`src/rtl/pmu_pkg.sv`:
```
package pmu_pkg;

    localparam int ADDR_W = 16;

    localparam logic [ADDR_W-1:0] A_FLUSH  = 16'h0400;
    localparam logic [ADDR_W-1:0] A_GLOBAL = 16'h0408;
    localparam logic [ADDR_W-1:0] A_MASK   = 16'h0800;
    localparam logic [ADDR_W-1:0] A_STATUS = 16'h0808;
    localparam logic [ADDR_W-1:0] A_CLEAR  = 16'h080C;
    localparam logic [ADDR_W-1:0] A_CNTEN  = 16'h1C00;
    localparam logic [ADDR_W-1:0] A_IDENT  = 16'h1C04;
    localparam logic [ADDR_W-1:0] A_EVSEL  = 16'h1D00;
    localparam logic [ADDR_W-1:0] A_COUNT  = 16'h1E00;

    localparam int GLB_EN_BIT   = 6;
    localparam int CODE_W       = 8;
    localparam int LANES        = 4;
    localparam int CNT_STRIDE   = 8;
    localparam int EVSEL_STRIDE = 4;
    localparam logic [CODE_W-1:0] LAT_CODE_BASE = 8'h80;

    // Expand byte strobes into a bit mask for 64-bit data.
    function automatic logic [63:0] strb_to_mask(input logic [7:0] strb);
        logic [63:0] m;
        for (int b = 0; b < 8; b++) begin
            m[b*8 +: 8] = {8{strb[b]}};
        end
        return m;
    endfunction

endpackage

```
`src/rtl/upc_event_select.sv`:
```
module upc_event_select
    import pmu_pkg::*;
#(
    parameter int NUM_OCC = 15,
    parameter int NUM_LAT = 8,
    parameter int OUT_W   = 6
) (
    input  logic [CODE_W-1:0]        code_i,
    input  logic [NUM_OCC-1:0]       occ_i,
    input  logic [NUM_LAT*OUT_W-1:0] lat_i,
    output logic [OUT_W-1:0]         inc_o,
    output logic                     busy_o
);

    // Occurrence codes give 0/1 per cycle. Latency codes give the source's
    // outstanding count and report whether it is still non-zero.
    always_comb begin
        inc_o  = '0;
        busy_o = 1'b0;
        for (int i = 0; i < NUM_OCC; i++) begin
            if (code_i == CODE_W'(i)) begin
                inc_o = OUT_W'(occ_i[i]);
            end
        end
        for (int i = 0; i < NUM_LAT; i++) begin
            if (code_i == CODE_W'(LAT_CODE_BASE + i)) begin
                inc_o  = lat_i[i*OUT_W +: OUT_W];
                busy_o = |lat_i[i*OUT_W +: OUT_W];
            end
        end
    end

endmodule

```
`src/rtl/upc_counter_step.sv`:
```
module upc_counter_step #(
    parameter int CNT_W = 48,
    parameter int OUT_W = 6
) (
    input  logic [CNT_W-1:0] cnt_i,
    input  logic [OUT_W-1:0] inc_i,
    output logic [CNT_W-1:0] cnt_o,
    output logic             wrap_o
);

    localparam int SUM_W = CNT_W + 1;

    logic [SUM_W-1:0] sum;

    assign sum    = {1'b0, cnt_i} + {{(SUM_W-OUT_W){1'b0}}, inc_i};
    assign cnt_o  = sum[CNT_W-1:0];
    assign wrap_o = sum[CNT_W];

endmodule

```
`src/rtl/uncore_perf_counters.sv`:
```
module uncore_perf_counters
    import pmu_pkg::*;
#(
    parameter int          NUM_CNT = 4,
    parameter int          CNT_W   = 48,
    parameter int          NUM_OCC = 15,
    parameter int          NUM_LAT = 8,
    parameter int          OUT_W   = 6,
    parameter logic [31:0] VERSION = 32'h0002_0100
) (
    input  logic                     clk_i,
    input  logic                     rst_ni,
    input  logic                     reg_wr_i,
    input  logic [15:0]              reg_addr_i,
    input  logic [63:0]              reg_wdata_i,
    input  logic [7:0]               reg_strb_i,
    output logic [63:0]              reg_rdata_o,
    input  logic [NUM_OCC-1:0]       evt_pulse_i,
    input  logic [NUM_LAT*OUT_W-1:0] lat_outstanding_i,
    output logic                     irq_o
);

    localparam int LAT_W = NUM_LAT * OUT_W;

    typedef struct packed {
        logic                                glb_en;
        logic                                flush;
        logic [NUM_CNT-1:0]                  mask;
        logic [NUM_CNT-1:0]                  cnt_en;
        logic [NUM_CNT-1:0]                  status;
        logic [NUM_CNT-1:0][CODE_W-1:0]      code;
        logic [NUM_CNT-1:0][CNT_W-1:0]       cnt;
    } state_t;

    state_t st_d, st_q;

    logic [63:0]                     wmask;
    logic [NUM_CNT-1:0][OUT_W-1:0]   inc_raw;
    logic [NUM_CNT-1:0][OUT_W-1:0]   inc_gated;
    logic [NUM_CNT-1:0][CNT_W-1:0]   cnt_next;
    logic [NUM_CNT-1:0]              cnt_wrap;
    logic [NUM_CNT-1:0]              lat_busy;
    logic [NUM_CNT-1:0]              cnt_active;
    logic [NUM_CNT-1:0]              cnt_wr_hit;
    logic                            drained;
    logic                            unused_bits;

    // Signals that the bound checker observes
    logic [NUM_CNT*CNT_W-1:0]        cnt_flat;
    logic [NUM_CNT-1:0]              status_vec;
    logic [NUM_CNT-1:0]              mask_vec;
    logic                            glb_en_vec;
    logic                            flush_vec;

    assign wmask       = strb_to_mask(reg_strb_i);
    assign unused_bits = ^{reg_wdata_i, wmask};

    // Event selection and accumulation, one slice per counter
    for (genvar n = 0; n < NUM_CNT; n++) begin : g_slice
        upc_event_select #(
            .NUM_OCC (NUM_OCC),
            .NUM_LAT (NUM_LAT),
            .OUT_W   (OUT_W)
        ) i_sel (
            .code_i  (st_q.code[n]),
            .occ_i   (evt_pulse_i),
            .lat_i   (lat_outstanding_i[LAT_W-1:0]),
            .inc_o   (inc_raw[n]),
            .busy_o  (lat_busy[n])
        );

        assign cnt_active[n] = st_q.glb_en & st_q.cnt_en[n];
        assign inc_gated[n]  = cnt_active[n] ? inc_raw[n] : '0;
        assign cnt_wr_hit[n] = reg_wr_i &&
                               (reg_addr_i == 16'(A_COUNT + CNT_STRIDE*n));

        upc_counter_step #(
            .CNT_W (CNT_W),
            .OUT_W (OUT_W)
        ) i_step (
            .cnt_i  (st_q.cnt[n]),
            .inc_i  (inc_gated[n]),
            .cnt_o  (cnt_next[n]),
            .wrap_o (cnt_wrap[n])
        );
    end

    // Flush may finish once no enabled latency measurement has requests pending
    assign drained = ~|(lat_busy & st_q.cnt_en);

    // Next-state computation
    always_comb begin
        st_d = st_q;

        if (reg_wr_i) begin
            if (reg_addr_i == A_GLOBAL && reg_strb_i[0]) begin
                st_d.glb_en = reg_wdata_i[GLB_EN_BIT];
            end
            if (reg_addr_i == A_MASK) begin
                st_d.mask = (st_q.mask & ~wmask[NUM_CNT-1:0]) |
                            (reg_wdata_i[NUM_CNT-1:0] & wmask[NUM_CNT-1:0]);
            end
            if (reg_addr_i == A_CNTEN) begin
                st_d.cnt_en = (st_q.cnt_en & ~wmask[NUM_CNT-1:0]) |
                              (reg_wdata_i[NUM_CNT-1:0] & wmask[NUM_CNT-1:0]);
            end
            if (reg_addr_i == A_CLEAR) begin
                st_d.status = st_q.status &
                              ~(reg_wdata_i[NUM_CNT-1:0] & wmask[NUM_CNT-1:0]);
            end
        end

        for (int n = 0; n < NUM_CNT; n++) begin
            if (reg_wr_i &&
                reg_addr_i == 16'(A_EVSEL + EVSEL_STRIDE*(n/LANES)) &&
                reg_strb_i[n%LANES]) begin
                st_d.code[n] = reg_wdata_i[CODE_W*(n%LANES) +: CODE_W];
            end

            if (cnt_wr_hit[n]) begin
                st_d.cnt[n] = (st_q.cnt[n] & ~wmask[CNT_W-1:0]) |
                              (reg_wdata_i[CNT_W-1:0] & wmask[CNT_W-1:0]);
            end else begin
                st_d.cnt[n] = cnt_next[n];
                if (cnt_wrap[n]) begin
                    st_d.status[n] = 1'b1;
                end
            end
        end

        if (st_q.flush && drained) begin
            st_d.flush = 1'b0;
        end
        if (reg_wr_i && reg_addr_i == A_FLUSH && reg_strb_i[0] && reg_wdata_i[0]) begin
            st_d.flush = 1'b1;
        end
    end

    always_ff @(posedge clk_i or negedge rst_ni) begin
        if (!rst_ni) begin
            st_q      <= '0;
            st_q.mask <= '1;
        end else begin
            st_q <= st_d;
        end
    end

    // Read data multiplexer
    always_comb begin
        reg_rdata_o = '0;
        case (reg_addr_i)
            A_FLUSH:  reg_rdata_o[0]              = st_q.flush;
            A_GLOBAL: reg_rdata_o[GLB_EN_BIT]     = st_q.glb_en;
            A_MASK:   reg_rdata_o[NUM_CNT-1:0]    = st_q.mask;
            A_STATUS: reg_rdata_o[NUM_CNT-1:0]    = st_q.status;
            A_CNTEN:  reg_rdata_o[NUM_CNT-1:0]    = st_q.cnt_en;
            A_IDENT:  reg_rdata_o[31:0]           = VERSION;
            default:  reg_rdata_o                 = '0;
        endcase
        for (int n = 0; n < NUM_CNT; n++) begin
            if (reg_addr_i == 16'(A_EVSEL + EVSEL_STRIDE*(n/LANES))) begin
                reg_rdata_o[CODE_W*(n%LANES) +: CODE_W] = st_q.code[n];
            end
            if (reg_addr_i == 16'(A_COUNT + CNT_STRIDE*n)) begin
                reg_rdata_o[CNT_W-1:0] = st_q.cnt[n];
            end
        end
    end

    assign irq_o = |(st_q.status & ~st_q.mask);

    assign cnt_flat   = st_q.cnt;
    assign status_vec = st_q.status;
    assign mask_vec   = st_q.mask;
    assign glb_en_vec = st_q.glb_en;
    assign flush_vec  = st_q.flush;

endmodule

```
`config.mk`:
```
export PLATFORM = sky130hd
export DESIGN_NAME = uncore_perf_counters
export DESIGN_NICKNAME = d
export VERILOG_FILES = /design/src/rtl/pmu_pkg.sv /design/src/rtl/upc_event_select.sv /design/src/rtl/upc_counter_step.sv /design/src/rtl/uncore_perf_counters.sv
export SDC_FILE = /design/constraint.sdc
export NUM_CORES = 1
export LEC_CHECK = 0
export ABC_AREA = 1
export BUFFER_PORTS_ARGS = -buffer_cell sky130_fd_sc_hd__buf_2
export CAP_MARGIN = 25
export CORE_MARGIN = 2
export CORE_UTILIZATION = 35
export CTS_CLUSTER_DIAMETER = 60
export DETAILED_ROUTE_END_ITERATION = 10
export PLACE_DENSITY = 0.63
export SETUP_SLACK_MARGIN = 0.2
export SYNTH_ARGS = -nofsm -noshare
export SYNTH_HDL_FRONTEND = slang
export SYNTH_SLANG_ARGS = --single-unit
```
`constraint.sdc`:
```
create_clock -name clk_i -period 11.45 [get_ports clk_i]
set_clock_uncertainty 0.2 [all_clocks]
set_input_delay 1.7175 -clock clk_i [delete_from_list [all_inputs] [get_ports clk_i]]
set_output_delay 1.7175 -clock clk_i [all_outputs]
set_load 0.01 [all_outputs]
```
==> impl_table.tex, run 1 <==
\begin{tabular}{lr}
\hline
Metric & Value \\
\hline
\multicolumn{2}{l}{\textbf{Worst setup path}} \\
Chain of cells forming the critical path & buf\_2 > or2\_4 > nor2\_4 > nand2\_2 > nor2\_2 > inv\_2 > nor2\_8 > inv\_2 > o21ai\_0 > a21oi\_1 > a22oi\_1 > buf\_2 \\
Critical Setup Path Class & input pin to primary output \\
Maximum fanout along the worst path & 29 \\
Cell with the biggest individual delay on the critical path & sky130\_fd\_sc\_hd\_\_nor2\_2 \\
Worst setup EP type & primary output \\
Cell family with most CP delay & simple AND/OR/NAND/NOR gates \\
Crit path required time & 9.53 ns \\
Arrival time reported for the critical path endpoint & 5.30 ns \\
Setup crit start kind & input pin \\
Instance count on the critical path & 12 \\
Number of cell instances on the worst register-to-register path & 24 \\
Stage delay of the slowest cell on the critical path & about 0.6 ns \\
Buffer and inverter count on the worst path & 4 \\
\multicolumn{2}{l}{\textbf{Drt}} \\
Drt pass-1 iters & 6 \\
Met3 Routed Length & between 7000 and 8000 µm \\
Wire length per cell & 22.43 µm \\
Total length of routed wires & 89220 µm \\
Uppermost signal routing layer after detailed routing & met5 \\
DR iter-0 viols & approximately 2500 \\
Drc violations & 0 \\
Routed vias & around 23000 \\
Routed length on met1 & 35340 µm \\
Vias per std cell & 5.763 \\
Met2 wire length & 40160 µm \\
Post-route antenna net violation count & 0 \\
\multicolumn{2}{l}{\textbf{Place}} \\
Worst slack at placement & 4.304 ns \\
Placed cells & 3912 \\
Half-perimeter wire length after placement & around 71000 µm \\
Port Buffers & 184 \\
Final RePlAce weighted congestion & 1.090 \\
\multicolumn{2}{l}{\textbf{Finish}} \\
FF+latch area & between 5000 and 6000 µm² \\
P\&R area growth vs syn & 13.03\% \\
Number of nets in the finished design & 3358 \\
Fraction of layout cells with a size suffix above 1 & 0.1207 \\
Multi-input gate area & 12260 µm² \\
Non-filler instance count after layout & 3977 \\
Core utilization of the finished layout & 0.3978 \\
Count of filler cells inserted in the layout & roughly 6300 \\
\multicolumn{2}{l}{\textbf{Synth}} \\
Fraction of post-synthesis cell area in the top cell type by area & 0.2835 \\
Post-synthesis cell type count & 69 \\
EDFF count, synth & 0 \\
Ys flop type & sky130\_fd\_sc\_hd\_\_dfrtp\_1 \\
Share of async-settable or async-resettable flops after synthesis & 1.000 \\
Gate count of the mapped netlist & 3025 \\
Synth Warn \# & 0 \\
Cell types occupying the most area after synthesis & sky130\_fd\_sc\_hd\_\_dfrtp\_1 28\%, sky130\_fd\_sc\_hd\_\_nand2\_1 11\%, sky130\_fd\_sc\_hd\_\_inv\_1 9.3\% \\
Portion of the post-synthesis area used by sequential elements & 0.2886 \\
Area leader, netlist & sky130\_fd\_sc\_hd\_\_dfrtp\_1 \\
Average instance area after synthesis & 6.828 µm² \\
Number of synthesized register bits & 238 \\
Mapped cell area & 20650 µm² \\
Most frequent cells after synthesis & 607 x sky130\_fd\_sc\_hd\_\_nand2\_1, 511 x sky130\_fd\_sc\_hd\_\_inv\_1, 249 x sky130\_fd\_sc\_hd\_\_nor2\_1 \\
Most common cell in the netlist & sky130\_fd\_sc\_hd\_\_nand2\_1 \\
\multicolumn{2}{l}{\textbf{Floorplan}} \\
Core region area & 58690 µm² \\
DIE AREA & 60970 µm² \\
Die height & 246.9 µm \\
X dimension of the die & 246.9 µm \\
Number of rows in the core area & 89 \\
Starting density of the core & 0.3519 \\
Number of placed I/O pins & roughly 220 \\
\multicolumn{2}{l}{\textbf{Timing}} \\
Final Hold Fails & 0 \\
Final sum of negative setup slack & 0 ns \\
Worst Slack Setup Final & 4.236 ns \\
Measured slew at the worst slew-check pin & $\sim$0.96 ns \\
Maximum frequency from static timing analysis & roughly 140 MHz \\
RSZ-0062 raised after global routing & no \\
Min Clock Period, post-route & between 7 and 8 ns \\
Slew Viols, Final & 0 \\
Final period util & 0.6301 \\
Setup Viol. Count Final & 0 \\
Relative slew slack & 0.3584 \\
\multicolumn{2}{l}{\textbf{CTS}} \\
H-tree levels & 2 \\
Root buf cell & sky130\_fd\_sc\_hd\_\_clkbuf\_16 \\
Number of clock sinks & 238 \\
Clock insertion delay at the later pin of the skew report & 0.53 ns \\
Resized Gates After CTS & 0 \\
Clock tree from TritonCTS & yes \\
Setup Fix Bufs, Post-CTS & 0 \\
CTS hold repair buffers & 0 \\
Clock-pin transition on the worst setup and hold timing paths & 0.05 ns \\
Max Buffers Root-to-Sink & 3 \\
Number of CTS-inserted buffers & 35 \\
\multicolumn{2}{l}{\textbf{Global routing}} \\
Global-route total usage across every layer & 0.2856 \\
Global route overflow & 0 \\
Wire length of the first global-routing pass & 131300 µm \\
Number of global-route vias before repair & 21321 \\
Maximum number of pins on one net before global-route repair & 105 \\
Number of antenna violations at the first check in global routing & 4 \\
\multicolumn{2}{l}{\textbf{Flow run}} \\
Number of violations of the max-capacitance limit & 0 \\
\multicolumn{2}{l}{\textbf{Min path}} \\
Hold Crit Depth & 2 \\
Worst min-delay path category & register to register \\
\multicolumn{2}{l}{\textbf{Status}} \\
Status & complete, no violations \\
\multicolumn{2}{l}{\textbf{Power and ir drop}} \\
Leakage & $\sim$11 nW \\
Worst supply voltage drop on vdd & 0.0001001 V \\
Power per standard cell area & 87.19 nW/µm² \\
Total power & 0.002035 W \\
\hline
\end{tabular}
==> through the flow <==
step / hold WS (ns) / area, µm²
after detailed placement: 0.2675 / 22230
after floorplan: 0.2421 / 20710
final: 0.2807 / 23340
after CTS: 0.2837 / 23330
after global routing: 0.3146 / 23330
after global placement: 0.2681 / 22210
==> cell families after synthesis <==
group           after synthesis  synth area share
other cells                   1         0.0001816
flops                       238            0.2886
fa+ha+maj                    28           0.01842
buf+inv                     631            0.1212
xor+xnor                    125           0.05301
simple gates               1321            0.2927
mux                          27           0.01454
compound gates              654            0.2113
==> power by group <==
| part | switching, W | internal [W] |
|---|---|---|
| logic | 0.000103 | 0.0000263 |
| registers | 0.000000540 | 0.000842 |
| clock network | 0.000410 | 0.000653 |
| total | 0.000514 | 0.00152 |
==> layout by cell type (no fill, tap or decap), types with 35 or more instances in the layout <==
cell and n:
sky130_fd_sc_hd__buf_2 183, sky130_fd_sc_hd__nor2_1 249, sky130_fd_sc_hd__nand2_1 606, sky130_fd_sc_hd__nand3_1 161
sky130_fd_sc_hd__dfrtp_1 234, sky130_fd_sc_hd__a21oi_1 114, sky130_fd_sc_hd__xor2_1 113, sky130_fd_sc_hd__inv_1 511
sky130_fd_sc_hd__nand4_1 71, sky130_fd_sc_hd__o221ai_1 110, sky130_fd_sc_hd__o21ai_0 198, sky130_fd_sc_hd__clkbuf_16 35
sky130_fd_sc_hd__nor3_1 84, sky130_fd_sc_hd__nor4_1 55, sky130_fd_sc_hd__o211ai_1 72
==> path summary, 6_finish.rpt <==
check,start,to,slack [ns]
max in group asynchronous,rst_ni,asynchronous set/reset pin,8.45
min in group asynchronous,rst_ni,asynchronous set/reset pin,1.02
max reg2reg,st_q[220],register,5.97
max,reg_addr_i[1],reg_rdata_o[20],4.24
min,flush_vec,flush_vec,0.28
min reg2reg,flush_vec,flush_vec,0.28
==> worst register-to-register path, cell delays in order (launching register included) <==
cell and delay, ns:
sky130_fd_sc_hd__dfrtp_1 0.39, sky130_fd_sc_hd__nor2_1 0.15, sky130_fd_sc_hd__nand3_1 0.38, sky130_fd_sc_hd__nor2_1 0.28, sky130_fd_sc_hd__inv_1 0.14, sky130_fd_sc_hd__nor2_1 0.44
sky130_fd_sc_hd__inv_1 0.25, sky130_fd_sc_hd__o221ai_1 0.13, sky130_fd_sc_hd__o21ai_0 0.18, sky130_fd_sc_hd__o221ai_1 0.44, sky130_fd_sc_hd__inv_1 0.10, sky130_fd_sc_hd__ha_1 0.37
sky130_fd_sc_hd__nand3_1 0.11, sky130_fd_sc_hd__nand3_2 0.10, sky130_fd_sc_hd__a21oi_2 0.08, sky130_fd_sc_hd__nor2_2 0.15, sky130_fd_sc_hd__nand3_2 0.13, sky130_fd_sc_hd__nor2_4 0.23
sky130_fd_sc_hd__nand3_2 0.12, sky130_fd_sc_hd__nor2_2 0.19, sky130_fd_sc_hd__and3_1 0.29, sky130_fd_sc_hd__nand3_1 0.16, sky130_fd_sc_hd__xor2_1 0.19, sky130_fd_sc_hd__nand2_1 0.07
sky130_fd_sc_hd__o211ai_1 0.08
==> cell type report <==
cell class                 instances  share of cell area
antenna                            5           0.0005360
clock buffer                      53             0.04341
clock inverter                     7            0.003966
inverter                         535             0.08602
multi-input combinational       2171              0.5254
sequential                       238              0.2553
tap                              773             0.04143
timing repair buffer             195             0.04395
==> per-layer routing <==
metal	vias up	GRT usage
met1	10789	0.3650
met3	262	0.03592
met4	2	0.1692
met2	1257	0.4613
li1	10609	-
met5	-	0
Power figures use the tool's default switching activity.
==> inputs of run 2 (changes only) <==
- PLACE_DENSITY: 0.63 -> 0.65
- clock period: 11.45 -> 5.8 ns (I/O delays scaled with it)
==> run 2 against run 1 <==
Compared with the run above: utilization rose by 0.22 points; setup slack got worse by 3.6 ns; clock power rose by 100%; cell count rose by 0.33%; highest routed layer is now met4.
==> impl_table.tex, run 2 (synthesized netlist as in run 1, its figures left out) <==
\begin{tabular}{lr}
\hline
Metric & Value \\
\hline
\multicolumn{2}{l}{\textbf{Finish}} \\
Number of nets in the finished design & 3375 (+0.51\%) \\
Top library cells by usage in the layout, fill and taps aside & 606 x sky130\_fd\_sc\_hd\_\_nand2\_1, 511 x sky130\_fd\_sc\_hd\_\_inv\_1, 249 x sky130\_fd\_sc\_hd\_\_nor2\_1 \\
P\&R area growth vs syn & 13.67\% \\
Fraction of layout cells with a size suffix above 1 & 0.1276 (+0.006904) \\
Count of filler cells inserted in the layout & 6306 (-0.46\%) \\
Multi-input gate area & 12260 µm² (unchanged) \\
Most common cell after layout, fill and taps aside & sky130\_fd\_sc\_hd\_\_nand2\_1 \\
FF+latch area & 5961 µm² (unchanged) \\
Non-filler instance count after layout & 3990 (+0.33\%) \\
\multicolumn{2}{l}{\textbf{Global routing}} \\
Global route overflow & 0 (unchanged) \\
Number of antenna violations at the first check in global routing & 1 (-3) \\
Number of global-route vias before repair & 21684 (+1.7\%) \\
Wire length of the first global-routing pass & 136900 µm (+4.3\%) \\
Global-route total usage across every layer & 0.2995 (+0.01384) \\
Maximum number of pins on one net before global-route repair & 94 (-10\%) \\
\multicolumn{2}{l}{\textbf{Floorplan}} \\
X dimension of the die & 246.9 µm (unchanged) \\
Number of placed I/O pins & 219 (unchanged) \\
Core region area & 58690 µm² (unchanged) \\
Number of rows in the core area & 89 (unchanged) \\
DIE AREA & 60970 µm² (unchanged) \\
Starting density of the core & 0.3519 (unchanged) \\
Die height & 246.9 µm (unchanged) \\
\multicolumn{2}{l}{\textbf{Drt}} \\
Vias per std cell & 5.773 (+0.18\%) \\
DR iter-0 viols & 2435 (-2.9\%) \\
Total length of routed wires & 93310 µm (+4.6\%) \\
Drt pass-1 iters & 6 (unchanged) \\
Routed vias & 23035 (+0.51\%) \\
Post-route antenna net violation count & 0 (unchanged) \\
Wire length per cell & 23.39 µm (+4.2\%) \\
Drc violations & 0 (unchanged) \\
\multicolumn{2}{l}{\textbf{Power and ir drop}} \\
Share of total power in the clock network & 0.525 (+0.003) \\
Power per standard cell area & 173.1 nW/µm² (+99\%) \\
Part of the power in combinational logic & 0.066 (+0.003) \\
Flop pwr share & 0.409 (-0.005) \\
Internal cell power & 0.002999 W (+97\%) \\
Leakage & 11.27 nW (+0.93\%) \\
Worst supply voltage drop on vdd & 0.0001794 V (+79\%) \\
Switching component of the power & 0.001065 W (+110\%) \\
Switching fraction of total power & 0.2620 (+0.009621) \\
\multicolumn{2}{l}{\textbf{Timing}} \\
Measured slew at the worst slew-check pin & 0.8781 ns (-0.08205 ns) \\
Maximum frequency from static timing analysis & 193.0 MHz \\
Worst Slack Setup Final & 0.6182 ns (-3.618 ns) \\
Slew Viols, Final & 0 (unchanged) \\
Min Clock Period, post-route & 5.182 ns \\
Relative slew slack & 0.4124 (+0.05406) \\
RSZ-0062 raised after global routing & no \\
Final hold slack & 0.1479 ns (-0.1328 ns) \\
Final period util & 0.8934 \\
Setup Viol. Count Final & 0 (unchanged) \\
Final Hold Fails & 0 (unchanged) \\
Final sum of negative setup slack & 0 ns (unchanged) \\
\multicolumn{2}{l}{\textbf{Worst setup path}} \\
Critical Setup Path Class & register to register \\
CP most frequent cell & sky130\_fd\_sc\_hd\_\_nor2\_1 \\
Arrival time reported for the critical path endpoint & 5.38 ns (+0.08 ns) \\
Worst setup EP type & register \\
Buffer and inverter count on the worst path & 2 (-2) \\
Cell family with most CP delay & simple AND/OR/NAND/NOR gates \\
Setup crit start kind & register \\
Maximum fanout along the worst path & 7 (-76\%) \\
Stage delay of the slowest cell on the critical path & 0.60 ns (about the same) \\
Cell with the biggest individual delay on the critical path & sky130\_fd\_sc\_hd\_\_dfrtp\_1 \\
Crit path required time & 6.00 ns (-3.53 ns) \\
\multicolumn{2}{l}{\textbf{Status}} \\
Status & complete, no violations \\
\multicolumn{2}{l}{\textbf{Flow run}} \\
Number of violations of the max-capacitance limit & 0 (unchanged) \\
\multicolumn{2}{l}{\textbf{Place}} \\
Worst slack at placement & 0.8045 ns (-3.499 ns) \\
Final RePlAce weighted congestion & 1.036 (-4.9\%) \\
Placed cells & 3930 (+0.46\%) \\
Port Buffers & 184 (unchanged) \\
Half-perimeter wire length after placement & 74440 µm (+5.1\%) \\
\multicolumn{2}{l}{\textbf{CTS}} \\
CTS hold repair buffers & 0 (unchanged) \\
Clock tree from TritonCTS & yes \\
Number of clock sinks & 238 (unchanged) \\
Root buf cell & sky130\_fd\_sc\_hd\_\_clkbuf\_16 \\
Clock insertion delay at the later pin of the skew report & 0.55 ns (+0.02 ns) \\
Clock-pin transition on the worst setup and hold timing paths & 0.06 ns (about the same) \\
H-tree levels & 2 (unchanged) \\
Max Buffers Root-to-Sink & 3 (unchanged) \\
Resized Gates After CTS & 0 (unchanged) \\
Setup Fix Bufs, Post-CTS & 0 (unchanged) \\
Number of CTS-inserted buffers & 34 (-2.9\%) \\
\multicolumn{2}{l}{\textbf{Min path}} \\
Worst min-delay path category & input pin to asynchronous set/reset pin \\
\hline
\end{tabular}
## run 2: changes by cell type in the layout (fill, tap and decap cells not counted)
cell,before,now
sky130_fd_sc_hd__buf_12,1,0
sky130_fd_sc_hd__buf_4,10,29
sky130_fd_sc_hd__bufinv_16,2,1
sky130_fd_sc_hd__clkbuf_1,11,2
sky130_fd_sc_hd__clkbuf_16,35,37
sky130_fd_sc_hd__clkinv_2,3,7
sky130_fd_sc_hd__clkinvlp_4,0,1
sky130_fd_sc_hd__diode_2,5,3
## run 2: worst reg2reg max path, delay by kind of cell, from the launching register on
| family | cells | cell delay (ns) |
|---|---|---|
| compound gates | 3 | 0.46 |
| fa+ha+maj | 2 | 0.49 |
| buf+inv | 2 | 0.30 |
| simple gates | 21 | 2.81 |
| flops | 1 | 0.60 |
| xor+xnor | 1 | 0.19 |
## run 2: power by group through the flow
| stage | combinational (W) | clock (W) | sequential (W) |
|---|---|---|---|
| finish | 0.000268 | 0.00213 | 0.00166 |
| global route | 0.000278 | 0.00221 | 0.00166 |
| CTS | 0.000261 | 0.00214 | 0.00166 |
| detailed placement | 0.000260 | 0 | 0.00169 |
| global placement | 0.000261 | 0 | 0.00169 |
| floorplan | 0.0000756 | 0 | 0.00169 |
## run 2: path summary, 6_finish.rpt
kind                                         endpoint  startpoint  depth (start not counted)  slack [ns]
min in group clk_i                          flush_vec   flush_vec                          2        0.28
setup reg to reg                             register   st_q[217]                         29        0.62
setup / recovery                             register   st_q[217]                         29        0.62
hold / removal             asynchronous set/reset pin      rst_ni                          1        0.15
max in group asynchronous  asynchronous set/reset pin      rst_ni                          2        3.92
hold reg to reg                             flush_vec   flush_vec                          2        0.28
## run 2: metal layers
metal / part of all wire / routed length [µm] / track usage
met1: 0.40 / 37220 / 0.3768
met2: 0.45 / 41950 / 0.4856
met3: 0.082 / 7694 / 0.04048
met4: 0.069 / 6443 / 0.1841
met5: 0 / 0 / 0
## run 2: layout make-up
| cell class | count | area share |
|---|---|---|
| sequential | 238 | 0.2539 |
| multi-input combinational | 2171 | 0.5224 |
| timing repair buffer | 213 | 0.04893 |
| antenna | 3 | 0.0003198 |
| tap | 773 | 0.04120 |
| clock inverter | 11 | 0.003837 |
| inverter | 535 | 0.08554 |
| clock buffer | 46 | 0.04386 |
## run 2: metrics by stage
step	utilization	instance area (µm²)	total power, W
floorplan	-	20710	0.001769
global placement	0.3808	22350	0.001954
detailed placement	0.3808	22350	0.001953
CTS	0.3999	23470	0.004066
global route	0.3999	23470	0.004150
finish	0.4000	23480	0.004064
